### config.mk
export PLATFORM = sky130hd
export DESIGN_NAME = fcsr_unit
export DESIGN_NICKNAME = d
export VERILOG_FILES = /design/src/rtl/fcsr_pkg.sv /design/src/rtl/fcsr_ctrl.sv /design/src/rtl/fcsr_rm_resolve.sv /design/src/rtl/fcsr_datapath.sv /design/src/rtl/fcsr_unit.sv
export SDC_FILE = /design/constraint.sdc
export NUM_CORES = 1
export LEC_CHECK = 0
export CAP_MARGIN = 10
export CORE_MARGIN = 3
export CORE_UTILIZATION = 36
export DETAILED_ROUTE_END_ITERATION = 10
export PLACE_DENSITY = 0.84
export SYNTH_ARGS = -nofsm -noshare
export SYNTH_HDL_FRONTEND = slang
export SYNTH_SLANG_ARGS = --single-unit
### constraint.sdc
create_clock -name clk -period 0.95 [get_ports clk]
set_input_delay 0.1425 -clock clk [delete_from_list [all_inputs] [get_ports clk]]
set_output_delay 0.1425 -clock clk [all_outputs]
set_load 0.02 [all_outputs]
### src/rtl/fcsr_pkg.sv
package fcsr_pkg;
  localparam int FLAG_W  = 5;
  localparam int RM_W    = 3;
  localparam int STATE_W = FLAG_W + RM_W;
  localparam int SEL_W   = 2;

  typedef enum logic [SEL_W-1:0] {
    VIEW_FLAGS = 2'd0,
    VIEW_RM    = 2'd1,
    VIEW_ALL   = 2'd2,
    VIEW_NONE  = 2'd3
  } csrView_e;

  localparam logic [RM_W-1:0] RM_DYN = 3'd7;

  // Strobes from control to datapath
  typedef struct packed {
    logic wrFlags;
    logic wrRm;
    logic fromAll;
    logic accrue;
  } ctrlStrb_t;
endpackage

### src/rtl/fcsr_ctrl.sv
module fcsr_ctrl
  import fcsr_pkg::*;
(
  input  logic             clk,
  input  logic             rstN,
  input  logic             csrValid,
  input  logic             csrWrite,
  input  logic [SEL_W-1:0] csrSel,
  input  logic             fpuFlagsValid,
  output ctrlStrb_t        strb
);
  csrView_e view;
  logic     wrEn;

  always_comb begin
    view = csrView_e'(csrSel);
    wrEn = csrValid && csrWrite;
    strb.wrFlags = wrEn && (view == VIEW_FLAGS || view == VIEW_ALL);
    strb.wrRm    = wrEn && (view == VIEW_RM    || view == VIEW_ALL);
    strb.fromAll = (view == VIEW_ALL);
    // flags-touching write wins over accrual
    strb.accrue  = fpuFlagsValid && !strb.wrFlags;
  end


  no_write_idle_chk: assert property (@(posedge clk) disable iff (!rstN)
    !csrValid |-> (!strb.wrFlags && !strb.wrRm));


  none_view_quiet_chk: assert property (@(posedge clk) disable iff (!rstN)
    (csrSel == 2'd3) |-> (!strb.wrFlags && !strb.wrRm));
endmodule

### src/rtl/fcsr_rm_resolve.sv
module fcsr_rm_resolve
  import fcsr_pkg::*;
(
  input  logic            clk,
  input  logic            rstN,
  input  logic [RM_W-1:0] instRm,
  input  logic [RM_W-1:0] storedRm,
  output logic [RM_W-1:0] effRm,
  output logic            illegalRm
);
  always_comb begin
    effRm = (instRm == RM_DYN) ? storedRm : instRm;
    unique case (effRm)
      3'd5, 3'd6, 3'd7: illegalRm = 1'b1;
      default:          illegalRm = 1'b0;
    endcase
  end


  static_pass_chk: assert property (@(posedge clk) disable iff (!rstN)
    (instRm < 3'd5) |-> (effRm == instRm && !illegalRm));


  static_reserved_chk: assert property (@(posedge clk) disable iff (!rstN)
    (instRm == 3'd5 || instRm == 3'd6) |-> illegalRm);


  dyn_subst_chk: assert property (@(posedge clk) disable iff (!rstN)
    (instRm == RM_DYN) |-> (effRm == storedRm && illegalRm == (storedRm >= 3'd5)));
endmodule

### src/rtl/fcsr_datapath.sv
module fcsr_datapath
  import fcsr_pkg::*;
(
  input  logic               clk,
  input  logic               rstN,
  input  ctrlStrb_t          strb,
  input  logic [SEL_W-1:0]   csrSel,
  input  logic [STATE_W-1:0] csrWdata,
  input  logic [FLAG_W-1:0]  fpuFlags,
  output logic [FLAG_W-1:0]  flagsQ,
  output logic [RM_W-1:0]    rmQ,
  output logic [STATE_W-1:0] csrRdata
);
  logic [FLAG_W-1:0] flagsD;
  logic [RM_W-1:0]   rmD;

  always_comb begin
    flagsD = flagsQ;
    if (strb.wrFlags)     flagsD = csrWdata[FLAG_W-1:0];
    else if (strb.accrue) flagsD = flagsQ | fpuFlags;
    rmD = rmQ;
    if (strb.wrRm)
      rmD = strb.fromAll ? csrWdata[STATE_W-1:FLAG_W] : csrWdata[RM_W-1:0];
  end

  always_ff @(posedge clk or negedge rstN) begin
    if (!rstN) begin
      flagsQ <= '0;
      rmQ    <= '0;
    end else begin
      flagsQ <= flagsD;
      rmQ    <= rmD;
    end
  end

  always_comb begin
    unique case (csrView_e'(csrSel))
      VIEW_FLAGS: csrRdata = {{(STATE_W-FLAG_W){1'b0}}, flagsQ};
      VIEW_RM:    csrRdata = {{(STATE_W-RM_W){1'b0}}, rmQ};
      VIEW_ALL:   csrRdata = {rmQ, flagsQ};
      default:    csrRdata = '0;
    endcase
  end


  rm_full_width_chk: assert property (@(posedge clk) disable iff (!rstN)
    (strb.wrRm && !strb.fromAll) |=> rmQ == $past(csrWdata[RM_W-1:0]));


  all_write_chk: assert property (@(posedge clk) disable iff (!rstN)
    (strb.wrRm && strb.wrFlags) |=> {rmQ, flagsQ} == $past(csrWdata));


  accrue_or_chk: assert property (@(posedge clk) disable iff (!rstN)
    strb.accrue |=> flagsQ == ($past(flagsQ) | $past(fpuFlags)));


  rm_hold_chk: assert property (@(posedge clk) disable iff (!rstN)
    !strb.wrRm |=> $stable(rmQ));


  unmapped_zero_chk: assert property (@(posedge clk) disable iff (!rstN)
    (csrSel == 2'd3) |-> (csrRdata == '0));
endmodule

### src/rtl/fcsr_unit.sv
module fcsr_unit
  import fcsr_pkg::*;
(
  input  logic               clk,
  input  logic               rstN,
  input  logic               csrValid,
  input  logic               csrWrite,
  input  logic [SEL_W-1:0]   csrSel,
  input  logic [STATE_W-1:0] csrWdata,
  output logic [STATE_W-1:0] csrRdata,
  input  logic               fpuFlagsValid,
  input  logic [FLAG_W-1:0]  fpuFlags,
  input  logic [RM_W-1:0]    instRm,
  output logic [RM_W-1:0]    effRm,
  output logic               illegalRm
);
  ctrlStrb_t         strb;
  logic [FLAG_W-1:0] flagsQ;
  logic [RM_W-1:0]   rmQ;

  fcsr_ctrl uCtrl (
    .clk(clk), .rstN(rstN), .csrValid(csrValid), .csrWrite(csrWrite),
    .csrSel(csrSel), .fpuFlagsValid(fpuFlagsValid), .strb(strb)
  );

  fcsr_datapath uDp (
    .clk(clk), .rstN(rstN), .strb(strb), .csrSel(csrSel),
    .csrWdata(csrWdata), .fpuFlags(fpuFlags), .flagsQ(flagsQ),
    .rmQ(rmQ), .csrRdata(csrRdata)
  );

  fcsr_rm_resolve uRes (
    .clk(clk), .rstN(rstN), .instRm(instRm), .storedRm(rmQ),
    .effRm(effRm), .illegalRm(illegalRm)
  );


  flags_view_alias_chk: assert property (@(posedge clk) disable iff (!rstN)
    (csrSel == 2'd0) |-> (csrRdata == {3'b000, flagsQ}));
endmodule

== Yosys cells after proc, flatten, opt, wreduce, memory -nomap -nowiden ==
Cells that the tools add are included.
Cells by class
  bitwise operators: 1
  eq/ne operators: 6
  reduce and logical (&&, ||, !) cells: 10
  mux-type cells: 6
Operators with widths (number)
  $pmux W8 S3: 1
  $eq A3 B3 Y1 const B: 4
  $mux W5: 2
  $mux W3: 2
  $or A5 B5 Y5: 1
  $logic_and A1 B1 Y1: 4
  $reduce_or A3 Y1: 1
  $eq A2 B1 Y1 const B: 1
  $eq A2 B2 Y1 const B: 1
  $logic_not A2 Y1: 1
  $logic_or A1 B1 Y1: 2
  $reduce_bool A2 Y1: 1
  $logic_not A1 Y1: 1
  $mux W1: 1
Word-level totals
  register bits after elaboration: 8
  output and inout bits: 12

== Depth between registers and ports, before layout ==
  depth after elaboration: 7
  mapped depth: 5

== Cells and area by module ==
From an unflattened synthesis, not the netlist that was laid out.
Second synthesis, totals
  cell total of the unflattened synthesis: 61
  area total of the unflattened synthesis: 521.8 um^2
Modules (own cells, without submodules)
  fcsr_datapath: area an instance 411.6 um^2, cells an instance 44, sequential area each 200.2 um^2, instances 1
  fcsr_ctrl: area an instance 57.6 um^2, cells an instance 7, sequential area each 0.0 um^2, instances 1
  fcsr_rm_resolve: area an instance 52.6 um^2, cells an instance 10, sequential area each 0.0 um^2, instances 1

== Worst setup path after synthesis ==
OpenSTA, ideal clock, no wires.
  kind: input to output
  start: input csrSel[0]
  end: output csrRdata[0]
  data required time: 0.808 ns
  cell stages on the path: 5
  arrival time: 0.943 ns
  path buffers: 1
  slack: -0.136 ns
  path through: inv_1 -> ha_1 -> buf_6 -> o21ai_0 -> a21oi_1
On the way
  longest elaborated chain between the ends: 2
  elaborated cells on any way between the ends: 4
  classes of those cells: eq/ne: 2; mux: 1; reduce/logical: 1
Ends and longest elaborated chain
  start: declaration: line fcsr_unit.sv:8  | input logic [SEL_W-1:0] csrSel,
  $eq A2 B2 Y1, or another cell as far along: line fcsr_datapath.sv:37  | unique case (csrView_e'(csrSel))
  $pmux W8 S3 *: line fcsr_datapath.sv:37
  end: declaration: line fcsr_unit.sv:10  | output logic [STATE_W-1:0] csrRdata,
Every way passes the cells marked *; elsewhere a longest branch is shown, timed or not.

== Final worst setup path ==
  start: register uDp.rmQ[2]
  end: output illegalRm
On the way
  longest elaborated chain between the ends: 4
  elaborated cells on any way between the ends: 6
  classes of those cells: eq/ne: 3; mux: 2; reduce/logical: 1
Ends and longest elaborated chain
  start: declaration: line fcsr_datapath.sv:11  | output logic [RM_W-1:0] rmQ,
  start signal: assignment: line fcsr_datapath.sv:32  | rmQ <= rmD;
  $mux W3 *: line fcsr_rm_resolve.sv:12  | effRm = (instRm == RM_DYN) ? storedRm : instRm;
  $eq A3 B3 Y1: line fcsr_rm_resolve.sv:13  | unique case (effRm)
  $reduce_or A3 Y1 *: line fcsr_rm_resolve.sv:13
  $mux W1 *: line fcsr_rm_resolve.sv:13
  end: declaration: line fcsr_unit.sv:15  | output logic illegalRm
Marked as above.

==> impl_results.md <==
- Status: finished, violations left
- Failing checks: negative setup slack
- Worst path slowest cell: dfrtp_1
- P_int: ~1000 uW
- CTS Root Cell: clkbuf_4
- Final Hold Viols: 0
- PortBufs: 34
- Number of vias per cell: 5.86
- H-tree Lvls: 1
- Syn_area_per_cell: 9.37 sq um
- Reg-to-Reg End: uDp.rmQ[1]$_DFFE_PN0P_
- Worst-Margin Slew: around 0.4 ns
- GRT overflow: 0
- Final instance area: 1290 sq um
- Pre-CTS setup slack: -0.991 ns
- Initial Utilization: 0.417
- Placed Cells: between 100 and 150
- Unrepaired setup endpoints after global routing: yes
- Reg2reg path depth: 3
- Tmin final: about 1.4 ns
- DR vias: 785
- CTS sink count: 8
- Mapped Area: 591 sq um
- Pin count of the biggest net entering global routing: 9
- Worst R2R Start: uDp.rmQ[1]$_DFFE_PN0P_
- Max stage delay on crit path: between 0.4 and 0.5 ns
- Worst hold margin: 0.174 ns
- IO Pins: 35
- Worst-case clock buffer depth: 2
- CORE AREA: 1420 sq um
- Initial antenna violation count: 0
- Hold Crit Class: input pin to async pin
- CTS tree: built
- Clk slew on worst S/H paths: ~0.060 ns
- Switch share: 0.344
- Total GRT Usage: 0.257
- P_sw: about 550 uW
- Crit Path Max Fanout: 4
- Antenna Cells: 0
- Crit path buf inv count: 1
- PnR worst setup slack: -0.454 ns
- Capturing element type of the critical path: primary output
- TritonCTS Buffers: 3
- Setup-failing EPs final: 12
- Power per standard cell area: 1220 nW/um^2
- R2R Setup Slk: roughly 0.060 ns
- Syn_nets: 90
- Clock Latency Late Sink: 0.25 ns
- Placed instance area: between 1000 and 1500 sq um
- Leak Pwr: 0.000618 uW
- Global-route wire length before repair: about 3800 microns
- Distinct cells, synth: 18
- WL final: ~2700 microns
- Power share of the clock group: 0.174
- Vias in the first global route: 792
- RePlAce Congestion: 0.781
- Final Non-Filler Cells: ~130
- Detailed Routing Iterations Pass 1: 4
- Mapped Cells: between 60 and 70
- Nets: 148
- Rows: 13
- Setup CP Type: flip-flop to primary output
- Yosys warns: 0
- Slew Viols, Final: 0
- Routed len/inst: 20.2 microns
- Fin crit share: 1.48
- CP arrival: 1.26 ns
- Peak Freq: 712 MHz
- Sequential power share: 0.284
- Element type at the critical path start: flip-flop
- Largest delay contributor family on the critical path: flip-flops
- Die width: 46.5 microns
- DIE AREA: 2160 sq um
- Comb pwr share: 0.542
- Hpwl dp: 1540 microns
- Share of cells above drive strength 1: 0.521
- Maxcap violations: 0
- CP required: about 0.8 ns
- First-iteration detailed-routing DRC count: 34
- Slew Limit Headroom: 0.734
- DR DRC count: 0
- Finished Core Util: 0.914
- Chip height: 46.5 microns
- Commonest cells after routing, fill and taps aside: 17 x clkdlybuf4s50_1, 17 x buf_6, 15 x buf_4
- Post-route clock skew: 0 ns
- Peak VDD IR: 0.861 mV
- Yosys reg bits: 8
- Post-synthesis sequential area ratio: 0.339
- Crit path cell chain: nand3b_1, o2111a_1, buf_6
- DRT antenna net count: 0
- Cts hold-fix bufs: 0
- Layout area overhead: 119%
synth_stat cells:
master	n	share of area
a21oi_1	10	0.085
nand2_1	4	0.025
o21ai_0	3	0.025
ha_1	4	0.085
a31oi_1	3	0.032
and2_2	3	0.038
dfrtp_1	8	0.34
nand4bb_1	1	0.019
o2111a_1	1	0.019
nor2b_1	2	0.021
buf_6	1	0.019
and2_1	1	0.011
o211ai_4	1	0.036
o21a_1	1	0.013
inv_1	9	0.057
nand3b_1	1	0.013
and3_1	1	0.011
mux2i_1	9	0.15
area by class of cell:
class / count / area, sq um
clock buffer: 3 / 22.5
fill: 60 / 121
inverter: 9 / 41.3
multi-input combinational: 45 / 464
sequential: 8 / 200
tap: 15 / 18.8
timing repair buffer: 54 / 547
repair_timing:
item,4_1_cts,5_1_grt
pin swaps,6,5
gates resized for setup,91,29
endpoints found under the setup margin,20,20
buffers inserted,7,4
power by group through the flow:
stage | Clock [uW] | Sequential (uW) | Combinational (uW)
6_report | 275 | 450 | 859
5_1_grt | 300 | 454 | 900
4_1_cts | 279 | 439 | 700
3_5_place_dp | 0 | 445 | 582
3_3_place_gp | 0 | 442 | 566
2_1_floorplan | 0 | 429 | 250
sequential cells by signal, summed over array words and instances (netlist names):
register and cells:
uDp.rmQ 3, uDp.flagsQ 5
cell families after synthesis:
logic type	Yosys count	synth area share
and+or+nand+nor	13	0.138
DFF	8	0.339
muxes	9	0.153
buffers and inverters	10	0.0763
AOI/OAI and AO/OA	19	0.210
adders and majority gates	4	0.0847
layer usage:
layer,wire length [microns],GRT usage,vias to the layer above,part of all wire
met2,1420,0.470,53,0.53
met3,205,0.0313,20,0.076
li1,-,-,335,-
met1,950,0.286,377,0.35
met5,0,0,-,0
met4,126,0.125,0,0.047
per-stage QoR:
step / total power (uW) / setup TNS (ns)
floorplan: 678 / 0
global placement: 1010 / -14.98
detailed placement: 1030 / -15.77
CTS: 1420 / -2.77
global route: 1650 / -4.09
finish: 1580 / -3.71
worst max path at each step:
stage / depth (start not counted) / from / to
finish: 3 / uDp.rmQ[2]$_DFFE_PN0P_ / illegalRm
floorplan: 5 / csrSel[0] / uDp.flagsQ[0]$_DFFE_PN0P_
detailed placement: 6 / csrSel[1] / csrRdata[2]
global route: 3 / uDp.rmQ[2]$_DFFE_PN0P_ / illegalRm
CTS: 3 / uDp.rmQ[0]$_DFFE_PN0P_ / illegalRm
global placement: 6 / csrSel[0] / csrRdata[1]
Note: power is estimated with default switching activity, not from simulation.
